## src/rtl/scsi_sel_pkg.sv

```systemverilog
// Shared types and helpers for the arbitration and selection controller.
// Assumes time values are given in nanoseconds and the clock in Hz.
package scsi_sel_pkg;

    typedef enum logic [1:0] {
        RES_NONE  = 2'd0,
        RES_OK    = 2'd1,
        RES_RETRY = 2'd2,
        RES_DOWN  = 2'd3
    } sel_result_e;

    typedef enum logic [2:0] {
        ST_IDLE,
        ST_ARB_WAIT,
        ST_ARB_HOLD,
        ST_DESKEW,
        ST_SETTLE,
        ST_POLL
    } sel_state_e;

    // Rounds a nanosecond interval up to whole clock cycles, never below one.
    function automatic longint unsigned ns_to_cycles(longint unsigned ns,
                                                     longint unsigned hz);
        longint unsigned c;
        c = (ns * hz + 64'd999_999_999) / 64'd1_000_000_000;
        return (c == 0) ? 64'd1 : c;
    endfunction

endpackage

```

## src/rtl/bus_sync.sv

```systemverilog
// Two-flop synchronizer for a bundle of asynchronous bus lines.
// Assumes each bit is independent; no multi-bit coherence is implied.
module bus_sync #(
    parameter int unsigned W = 10
) (
    input  logic         clk,
    input  logic         rst_n,
    input  logic [W-1:0] d,
    output logic [W-1:0] q
);
    logic [W-1:0] stage1;

    // Shifts the raw lines through two registers.
    always_ff @(posedge clk) begin
        if (!rst_n) begin
            stage1 <= '0;
            q      <= '0;
        end else begin
            stage1 <= d;
            q      <= stage1;
        end
    end
endmodule

```

## src/rtl/interval_timer.sv

```systemverilog
// Loadable down counter; expired is high while the count is zero.
// Assumes the loader writes N-1 to obtain an N-cycle interval.
module interval_timer #(
    parameter int unsigned W = 19
) (
    input  logic         clk,
    input  logic         rst_n,
    input  logic         load,
    input  logic [W-1:0] load_val,
    output logic         expired
);
    logic [W-1:0] cnt;

    // Loads on request, otherwise counts down and rests at zero.
    always_ff @(posedge clk) begin
        if (!rst_n) begin
            cnt <= '0;
        end else if (load) begin
            cnt <= load_val;
        end else if (cnt != '0) begin
            cnt <= cnt - 1'b1;
        end
    end

    assign expired = (cnt == '0);
endmodule

```

## src/rtl/arb_judge.sv

```systemverilog
// Decides arbitration loss: any bus bit above the own one-hot ID bit.
// Assumes own_bit is one-hot; the own bit itself never counts as a rival.
module arb_judge #(
    parameter int unsigned W = 8
) (
    input  logic [W-1:0] own_bit,
    input  logic [W-1:0] bus_bits,
    output logic         lost
);
    logic [W-1:0] above;
    logic         below_or;

    // Builds the mask of positions strictly above the own bit.
    always_comb begin
        below_or = 1'b0;
        for (int i = 0; i < W; i++) begin
            above[i] = below_or;
            below_or = below_or | own_bit[i];
        end
    end

    assign lost = |(bus_bits & above);
endmodule

```

## src/rtl/scsi_sel_ctrl.sv

```systemverilog
// Initiator arbitration and target selection sequencer.
// Wins the bus, selects one target and reports success, retry or device down.
// Assumes bus inputs are the wired-OR of all agents, asserted high, and that
// the settle interval is longer than the synchronizer latency.
module scsi_sel_ctrl
    import scsi_sel_pkg::*;
#(
    parameter int unsigned DATA_W       = 8,
    parameter int unsigned CLK_HZ       = 125_000_000,
    parameter int unsigned ARB_WAIT_NS  = 20_000,
    parameter int unsigned ARB_DELAY_NS = 2_200_000,
    parameter int unsigned DESKEW_NS    = 2_000,
    parameter int unsigned SETTLE_NS    = 2_000,
    parameter int unsigned POLL_STEP_NS = 100_000,
    parameter int unsigned POLL_MAX     = 2500,
    localparam int unsigned ID_W        = $clog2(DATA_W)
) (
    input  logic              clk,
    input  logic              rst_n,
    input  logic              start,
    input  logic [ID_W-1:0]   init_id,
    input  logic [ID_W-1:0]   targ_id,
    input  logic              with_atn,
    input  logic              bsy_in,
    input  logic              sel_in,
    input  logic [DATA_W-1:0] data_in,
    output logic              bsy_oe,
    output logic              sel_oe,
    output logic              atn_oe,
    output logic [DATA_W-1:0] data_oe,
    output logic              busy,
    output logic              done,
    output logic [1:0]        result
);
    localparam longint unsigned ARBW_CYC = ns_to_cycles(64'(ARB_WAIT_NS),  64'(CLK_HZ));
    localparam longint unsigned ARBD_CYC = ns_to_cycles(64'(ARB_DELAY_NS), 64'(CLK_HZ));
    localparam longint unsigned DESK_CYC = ns_to_cycles(64'(DESKEW_NS),    64'(CLK_HZ));
    localparam longint unsigned SETL_CYC = ns_to_cycles(64'(SETTLE_NS),    64'(CLK_HZ));
    localparam longint unsigned STEP_CYC = ns_to_cycles(64'(POLL_STEP_NS), 64'(CLK_HZ));
    localparam longint unsigned MAX_A    = (ARBW_CYC > ARBD_CYC) ? ARBW_CYC : ARBD_CYC;
    localparam longint unsigned MAX_B    = (DESK_CYC > SETL_CYC) ? DESK_CYC : SETL_CYC;
    localparam longint unsigned MAX_C    = (MAX_A > MAX_B) ? MAX_A : MAX_B;
    localparam longint unsigned MAX_CYC  = (MAX_C > STEP_CYC) ? MAX_C : STEP_CYC;
    localparam int unsigned     TMR_W    = $clog2(MAX_CYC + 1);
    localparam int unsigned     PCNT_W   = $clog2(POLL_MAX + 1);

    // Synchronized bus view
    logic              bus_bsy_s, bus_sel_s;
    logic [DATA_W-1:0] bus_data_s;

    bus_sync #(.W(DATA_W + 2)) u_sync (
        .clk   (clk),
        .rst_n (rst_n),
        .d     ({bsy_in, sel_in, data_in}),
        .q     ({bus_bsy_s, bus_sel_s, bus_data_s})
    );

    // Registered state and its next values
    sel_state_e        state_q, state_d;
    sel_result_e       result_q, result_d;
    logic [DATA_W-1:0] own_q, own_d, tgt_q, tgt_d, data_oe_q, data_oe_d;
    logic              atn_req_q, atn_req_d;
    logic              bsy_oe_q, bsy_oe_d, sel_oe_q, sel_oe_d, atn_oe_q, atn_oe_d;
    logic              done_q, done_d;
    logic [PCNT_W-1:0] poll_q, poll_d;

    logic              tmr_load, tmr_done, arb_lost;
    logic [TMR_W-1:0]  tmr_val;

    interval_timer #(.W(TMR_W)) u_tmr (
        .clk      (clk),
        .rst_n    (rst_n),
        .load     (tmr_load),
        .load_val (tmr_val),
        .expired  (tmr_done)
    );

    arb_judge #(.W(DATA_W)) u_judge (
        .own_bit  (own_q),
        .bus_bits (bus_data_s),
        .lost     (arb_lost)
    );

    // Sequencer next-state and next-output logic.
    always_comb begin
        state_d   = state_q;
        result_d  = result_q;
        own_d     = own_q;
        tgt_d     = tgt_q;
        atn_req_d = atn_req_q;
        bsy_oe_d  = bsy_oe_q;
        sel_oe_d  = sel_oe_q;
        atn_oe_d  = atn_oe_q;
        data_oe_d = data_oe_q;
        poll_d    = poll_q;
        done_d    = 1'b0;
        tmr_load  = 1'b0;
        tmr_val   = '0;
        unique case (state_q)
            ST_IDLE: begin
                if (start) begin
                    own_d     = DATA_W'(1) << init_id;
                    tgt_d     = DATA_W'(1) << targ_id;
                    atn_req_d = with_atn;
                    atn_oe_d  = 1'b0;
                    result_d  = RES_NONE;
                    if (bus_bsy_s || bus_sel_s) begin
                        done_d   = 1'b1;
                        result_d = RES_RETRY;
                    end else begin
                        data_oe_d = DATA_W'(1) << init_id;
                        state_d   = ST_ARB_WAIT;
                        tmr_load  = 1'b1;
                        tmr_val   = TMR_W'(ARBW_CYC - 1);
                    end
                end
            end
            ST_ARB_WAIT: begin
                if (!bus_bsy_s && !bus_sel_s) begin
                    bsy_oe_d = 1'b1;
                    state_d  = ST_ARB_HOLD;
                    tmr_load = 1'b1;
                    tmr_val  = TMR_W'(ARBD_CYC - 1);
                end else if (tmr_done) begin
                    data_oe_d = '0;
                    state_d   = ST_IDLE;
                    done_d    = 1'b1;
                    result_d  = RES_RETRY;
                end
            end
            ST_ARB_HOLD: begin
                if (tmr_done) begin
                    if (arb_lost) begin
                        bsy_oe_d  = 1'b0;
                        data_oe_d = '0;
                        state_d   = ST_IDLE;
                        done_d    = 1'b1;
                        result_d  = RES_RETRY;
                    end else begin
                        sel_oe_d = 1'b1;
                        atn_oe_d = atn_req_q;
                        state_d  = ST_DESKEW;
                        tmr_load = 1'b1;
                        tmr_val  = TMR_W'(DESK_CYC - 1);
                    end
                end
            end
            ST_DESKEW: begin
                if (tmr_done) begin
                    data_oe_d = own_q | tgt_q;
                    bsy_oe_d  = 1'b0;
                    state_d   = ST_SETTLE;
                    tmr_load  = 1'b1;
                    tmr_val   = TMR_W'(SETL_CYC - 1);
                end
            end
            ST_SETTLE: begin
                if (tmr_done) begin
                    poll_d   = PCNT_W'(POLL_MAX);
                    state_d  = ST_POLL;
                    tmr_load = 1'b1;
                    tmr_val  = '0;
                end
            end
            ST_POLL: begin
                if (tmr_done) begin
                    if (bus_bsy_s) begin
                        sel_oe_d  = 1'b0;
                        data_oe_d = '0;
                        state_d   = ST_IDLE;
                        done_d    = 1'b1;
                        result_d  = RES_OK;
                    end else if (poll_q <= PCNT_W'(1)) begin
                        sel_oe_d  = 1'b0;
                        atn_oe_d  = 1'b0;
                        data_oe_d = '0;
                        state_d   = ST_IDLE;
                        done_d    = 1'b1;
                        result_d  = RES_DOWN;
                    end else begin
                        poll_d   = poll_q - 1'b1;
                        tmr_load = 1'b1;
                        tmr_val  = TMR_W'(STEP_CYC - 1);
                    end
                end
            end
            default: state_d = ST_IDLE;
        endcase
    end

    // Registers the sequencer state and every bus enable.
    always_ff @(posedge clk) begin
        if (!rst_n) begin
            state_q   <= ST_IDLE;
            result_q  <= RES_NONE;
            own_q     <= '0;
            tgt_q     <= '0;
            atn_req_q <= 1'b0;
            bsy_oe_q  <= 1'b0;
            sel_oe_q  <= 1'b0;
            atn_oe_q  <= 1'b0;
            data_oe_q <= '0;
            done_q    <= 1'b0;
            poll_q    <= '0;
        end else begin
            state_q   <= state_d;
            result_q  <= result_d;
            own_q     <= own_d;
            tgt_q     <= tgt_d;
            atn_req_q <= atn_req_d;
            bsy_oe_q  <= bsy_oe_d;
            sel_oe_q  <= sel_oe_d;
            atn_oe_q  <= atn_oe_d;
            data_oe_q <= data_oe_d;
            done_q    <= done_d;
            poll_q    <= poll_d;
        end
    end

    assign bsy_oe  = bsy_oe_q;
    assign sel_oe  = sel_oe_q;
    assign atn_oe  = atn_oe_q;
    assign data_oe = data_oe_q;
    assign busy    = (state_q != ST_IDLE);
    assign done    = done_q;
    assign result  = result_q;

    // a busy bus at start gives an immediate retry with nothing driven
    a_r1_busy_bus_retry: assert property (@(posedge clk) disable iff (!rst_n)
        (start && state_q == ST_IDLE && (bus_bsy_s || bus_sel_s))
        |=> (done && result == RES_RETRY && data_oe == '0 && !bsy_oe));

    // only one ID bit is driven while holding the bus for arbitration
    a_r2_arb_single_id: assert property (@(posedge clk) disable iff (!rst_n)
        (bsy_oe && !sel_oe) |-> ($countones(data_oe) == 1));

    // every retry outcome leaves the bus fully released
    a_r4_retry_released: assert property (@(posedge clk) disable iff (!rst_n)
        (done && result == RES_RETRY) |-> (!bsy_oe && !sel_oe && !atn_oe && data_oe == '0));

    // select only rises while busy is still held
    a_r5_sel_under_bsy: assert property (@(posedge clk) disable iff (!rst_n)
        $rose(sel_oe) |-> bsy_oe);

    // during selection the data lines carry one or two ID bits
    a_r6_select_bits: assert property (@(posedge clk) disable iff (!rst_n)
        (sel_oe && !bsy_oe) |-> ($countones(data_oe) >= 1 && $countones(data_oe) <= 2));

    // success releases select and data lines
    a_r7_success_release: assert property (@(posedge clk) disable iff (!rst_n)
        (done && result == RES_OK) |-> (!sel_oe && !bsy_oe && data_oe == '0));

    // device down releases select, attention and data
    a_r8_down_release: assert property (@(posedge clk) disable iff (!rst_n)
        (done && result == RES_DOWN) |-> (!sel_oe && !atn_oe && data_oe == '0));

    // a finished operation always names an outcome, and a run keeps its target
    a_r9_done_has_result: assert property (@(posedge clk) disable iff (!rst_n)
        done |-> (result != RES_NONE));

    a_r9_target_held: assert property (@(posedge clk) disable iff (!rst_n)
        (busy && start) |=> $stable(tgt_q));

endmodule

```

## config.mk

```make
export PLATFORM = sky130hd
export DESIGN_NAME = scsi_sel_ctrl
export DESIGN_NICKNAME = d
export VERILOG_FILES = /design/src/rtl/scsi_sel_pkg.sv /design/src/rtl/bus_sync.sv /design/src/rtl/interval_timer.sv /design/src/rtl/arb_judge.sv /design/src/rtl/scsi_sel_ctrl.sv
export SDC_FILE = /design/constraint.sdc
export NUM_CORES = 1
export LEC_CHECK = 0
export ABC_CLOCK_PERIOD_IN_PS = 2800
export CAP_MARGIN = 20
export CORE_MARGIN = 2
export CORE_UTILIZATION = 56
export DETAILED_ROUTE_END_ITERATION = 12
export GPL_ROUTABILITY_DRIVEN = 0
export PLACE_DENSITY = 0.84
export SETUP_SLACK_MARGIN = 0.5
export SYNTH_ARGS = -nofsm -noshare
export SYNTH_HDL_FRONTEND = slang
export SYNTH_SLANG_ARGS = --single-unit
```

## constraint.sdc

```tcl
create_clock -name clk -period 2.8 [get_ports clk]
set_input_delay 0.28 -clock clk [delete_from_list [all_inputs] [get_ports clk]]
set_output_delay 0.28 -clock clk [all_outputs]
set_load 0.01 [all_outputs]
```

-- Word-level counts from Yosys, hierarchy flattened
Cells that the tools add are included.
- reductions and logical operators: 25
- magnitude comparators: 1
- mux-type cells: 86
- add/sub/neg operators: 2
- equal/unequal tests: 21
- shift operators: 2
- bitwise gates (word level): 8
- operator list (cell ; count):
    $mux W8 ; 13
    $pmux W19 S5 ; 1
    $mux W12 ; 6
    $mux W19 ; 3
    $mux W14 ; 3
    $pmux W8 S5 ; 1
    $mux W1 ; 31
    $mux W3 ; 10
    $ne A2 B2 Y1 const B ; 14
    $pmux W12 S2 ; 1
    $mux W2 ; 10
    $logic_not A19 Y1 ; 1
    $reduce_bool A19 Y1 ; 1
    $sub A19 B1 Y19 const B ; 1
    $pmux W3 S6 ; 1
    $reduce_and A8 Y1 ; 2
    $shl A1 B3 Y8 const A ; 2
    $reduce_and A5 Y1 ; 3
    $le A12 B1 Y1 const B ; 1
    $sub A12 B1 Y12 const B ; 1
    $reduce_and A10 Y1 ; 1
    $reduce_bool A3 Y1 ; 3
    $and A8 B8 Y8 ; 1
    $or A8 B8 Y8 ; 1
    22 further kinds ; 33
- output and inout port bits: 15
- logic and storage cells: 159
- register bits: 85
- input bits: 20

-- Depth between registers and ports, before layout
- depth in word-level cells: 12
- mapped depth: 10
- mapped depth without buffers: 8

-- Hierarchy
Synthesis repeated with hierarchy kept, for this count alone.
- cell total of the unflattened synthesis: 510
- area total of the unflattened synthesis: 4252.8 µm²
- modules (own cells, without submodules) (module ; instances ; area each (µm²) ; cells each):
    scsi_sel_ctrl ; 1 ; 2468.6 ; 318
    interval_timer ; 1 ; 1141.1 ; 137
    bus_sync ; 1 ; 561.8 ; 42
    arb_judge ; 1 ; 81.3 ; 13

-- Worst setup path before layout
No wires, ideal clock.
- kind: reg-to-reg
- start point: reg poll_q[3]
- end point: reg data_oe_q[3], in the netlist data_oe[3]
- library setup time: 0.091 ns
- required time: 2.709 ns
- path buffers: 1
- arrival: 2.167 ns
- stages on the path, launching flop included: 8
- setup slack: 0.542 ns
- cells stage by stage: dfxtp_1 > or4_4 > or4b_4 > nand2_2 > and3_2 > buf_6 > a21oi_1 > a311oi_1
- word-level cells in the longest chain between the ends: 3
- ends and longest elaborated chain (item ; line ; RTL):
    start, declared ; scsi_sel_ctrl.sv:65 ; logic [PCNT_W-1:0] poll_q, poll_d;
    start signal, assigned ; scsi_sel_ctrl.sv:216 ; poll_q <= poll_d;
    $le A12 B1 Y1 ; scsi_sel_ctrl.sv:173 ; end else if (poll_q <= PCNT_W'(1)) begin
    $ne A3 B2 Y1 (no source line) ; - ;
    $reduce_and A10 Y1 (no source line) ; - ;
    end signal, assigned ; scsi_sel_ctrl.sv:214 ; data_oe_q <= data_oe_d;
    end, declared ; scsi_sel_ctrl.sv:61 ; logic [DATA_W-1:0] own_q, own_d, tgt_q, tgt_d, data_oe_q, data_oe_d;
Every way passes these cells.
A chain may end at the register's enable or synchronous reset.

-- Worst setup path after layout
- start point: reg poll_q[6]
- end point: reg result_q[1], in the netlist result[1]
- word-level cells in the longest chain between the ends: 3
- ends and longest elaborated chain (item ; line ; RTL):
    $le A12 B1 Y1 ; scsi_sel_ctrl.sv:173 ;
    $ne A3 B2 Y1 (no source line) ; - ;
    $reduce_and A8 Y1 (no source line) ; - ;
    end signal, assigned ; scsi_sel_ctrl.sv:207 ; result_q <= result_d;
    end, declared ; scsi_sel_ctrl.sv:60 ; sel_result_e result_q, result_d;
Every way passes these cells.

==> impl_results.md <==
* Status: finished, final reports clean
* Synthesized flop and latch total at 83
* Vias in the first global route at 3484
* Largest net degree at the start of global routing at 42
* Main combinational cell family by area after synthesis: simple AND/OR/NAND/NOR gates
* Hold endpoint: u_sync.q[6]
* Worst Skew at 10.3 ps
* Post-synth cell types at 61
* Final hold viol count at 0
* CTS tree: done
* Post-route antenna net violation count at 0
* CTS Buffer Depth at 2
* H-Tree Depth at 3
* Class of the worst hold path: flip-flop to flip-flop
* Post-route insts no fill at 635
* Commonest non-fill, non-tap cell in the layout: dfxtp_1
* CP top delay family: simple AND/OR/NAND/NOR gates
* Drt drc at 0
* Share of cells above drive strength 1 at 0.145
* Pwr Density at 1020 nW/um^2
* Clock transition at path regs at 80 ps
* Total GRT Usage at 0.261
* DR WL/cell at 15.5 um
* Global-route wire length before repair at 15800 um
* N_diodes at 0
* Unrepaired setup endpoints after global routing: yes
* RR Startpoint: poll_q[6]
* Max VDD drop at 0.453 mV
* Crit path buffers/inverters at 0
* Startpoint Class: flip-flop
* Synth Area in XOR/XNOR at 0.0574
* Placed cell count at 604
* Mux cell area share after synthesis at 0.00505
* Synth Area in Simple Gates at 0.281
* Vias/cell at 6.03
* Slowest cell delay on critical path at 550 ps
* Tcrit/Tclk final at 0.830
* Leak at 1.82 nW
* Sequential standard cell area at 1670 um^2
* Register area share after synthesis at 0.419
* Post-CTS Hold Buffers at 0
* Routed WL at 9860 um
* CTS buffer count at 9
* Fin crit period at 2320 ps
* Achievable Freq at 0.430 GHz
* Initial Util at 0.580
* Yosys top cell area share at 0.419
* Overall power at 4.99 mW
* WP data required at 3090 ps
* Row cnt at 30
* Ys Warns at 0
* Worst hold start: u_sync.stage1[6]
* GRT overflow at 0
* Vias at 3828
* Worst slew margin at 0.539
* Placed wire-length estimate at 6460 um
* Die ar. at 7770 um^2
* Crit path depth at 6
* Adder-Cell Fraction of Synth Area at 0.0126
* Synth Area in Compound Gates at 0.187
* Mapped Cells at 489
* DRT iter0 DRCs at 380
* Mapped cell area at 3960 um^2
* Syn_area_per_cell at 8.11 um^2
* R2R depth at 6
* Root Driver: clkbuf_8
* CTS Sinks at 83
* Area delta synth->final at 22.7%
* WS Path Type: flip-flop to flip-flop
* Synth area leader: dfxtp_1
* Crit path max-delay cell type: or4b_4
* Core area at 6830 um^2
* Worst Setup End Kind: flip-flop
* Reg-to-Reg End: result[1]
* Die Width at 88.1 um
* Hold Path Stages at 1
* Layout fillers at 565
* Max cap viols at 0
* Die H at 88.1 um
* Critical-path cell list: or4_4 -> or4b_4 -> nand2_2 -> nand3_2 -> a21oi_2 -> mux2i_1
* Number of flops mapped to enable cells by yosys at 0
* Crit Path Max Fanout at 9
* Largest cells by area after synthesis: dfxtp_1 42%, a21oi_1 6.1%, nor2_1 6.1%, nand2_1 4.4%, xnor2_1 3.3%
* Synthesized Nets at 513
* Antenna violations before repair at 0
* Data arrival, critical path at 2620 ps
* DRT Pass-1 Iters at 5
* Area of the multi-input gates at 2260 um^2
* NumNets Final at 558
* Slew @ Worst Pin at 689 ps
* Port Buffers at 33
* Final setup fails at 0
* Slew Limit Fails at 0
* R2R Setup Slk at 480 ps
* Clk_lat worst skew at 360 ps
* Setup TNS at 0 ps
* FFs w/ async S/R, synth at 0
* Most frequent cells in the layout: 77 x dfxtp_1, 58 x nor2_1, 47 x a21oi_1
* Top FF cell, synth: dfxtp_1
* # IOs at 35
[cells in the mapped netlist (5+ instances only)]
master / instances
a21oi_1: 48
a31oi_1: 5
and2_1: 18
clkbuf_1: 21
dfxtp_1: 83
inv_1: 10
nand2_1: 46
nand3_1: 22
nand4_1: 7
nor2_1: 64
nor2b_1: 5
nor3_1: 24
nor4_1: 7
o21a_1: 8
o21ai_0: 9
o21ai_1: 5
or3_1: 5
xnor2_1: 15
xor2_1: 11
[report_power, final]
group          leakage [nW]  total [mW]  switching (mW)  internal [mW]
combinational          1.01        2.31            1.29           1.02
clock                 0.126        1.05           0.435          0.618
sequential            0.682        1.63           0.221           1.40
total                  1.82        4.99            1.94           3.04
[area by class of cell]
type / instances / area share
flip-flops and latches: 83 / 0.343
multi-input cells: 371 / 0.465
well taps: 96 / 0.0247
clock inverters: 6 / 0.0231
repair buffers: 59 / 0.108
clock buffers: 10 / 0.0283
inverters: 10 / 0.00772
[repair_timing]
item / in CTS / in global routing
gates cloned: 1 / 0
setup buffers: 3 / 11
pin swaps: 8 / 8
resized for setup: 11 / 18
hold endpoints to repair: 0 / 0
setup endpoints to repair: 31 / 42
[metal layers]
metal  share of wire  wire [um]  track usage
met1            0.44       4320        0.345
met2            0.46       4510        0.411
met4           0.024        240        0.103
met3           0.080        790       0.0660
met5               0          0            0
[through the flow]
stage	cell area (um^2)	hold slack, ps	util	setup WS [ps]
3_5_place_dp	4390	419	0.643	276
3_3_place_gp	4390	417	0.643	367
2_1_floorplan	3960	402	-	542
6_report	4860	440	0.712	476
4_1_cts	4700	441	0.688	476
5_1_grt	4860	456	0.712	386
[how the worst max path moves through the flow]
stage                             from             to  slack [ps]
after global placement       poll_q[3]      result[0]         370
after CTS                    poll_q[6]  u_tmr.cnt[14]         480
after detailed placement  u_tmr.cnt[0]      poll_q[2]         280
after floorplan              poll_q[3]     data_oe[3]         540
after global routing         poll_q[7]     data_oe[2]         390
final                        poll_q[6]      result[1]         480
[logic make-up (layout without fill, tap and decap cells)]
family | after synthesis | count (layout)
xor+xnor | 26 | 26
mux | 2 | 2
compound gates | 114 | 114
simple gates | 224 | 225
fa+ha+maj | 4 | 4
buf+inv | 36 | 85
flops | 83 | 83
[sequential cells by signal, summed over array words and instances (netlist names), 2 cells and up]
register and count:
u_tmr.cnt 19, poll_q 12, u_sync.q 9, u_sync.stage1 9
data_oe 8, own_q 8, tgt_q 8, state_q 3
result 2
No activity file was read; power rests on OpenSTA's default activity.
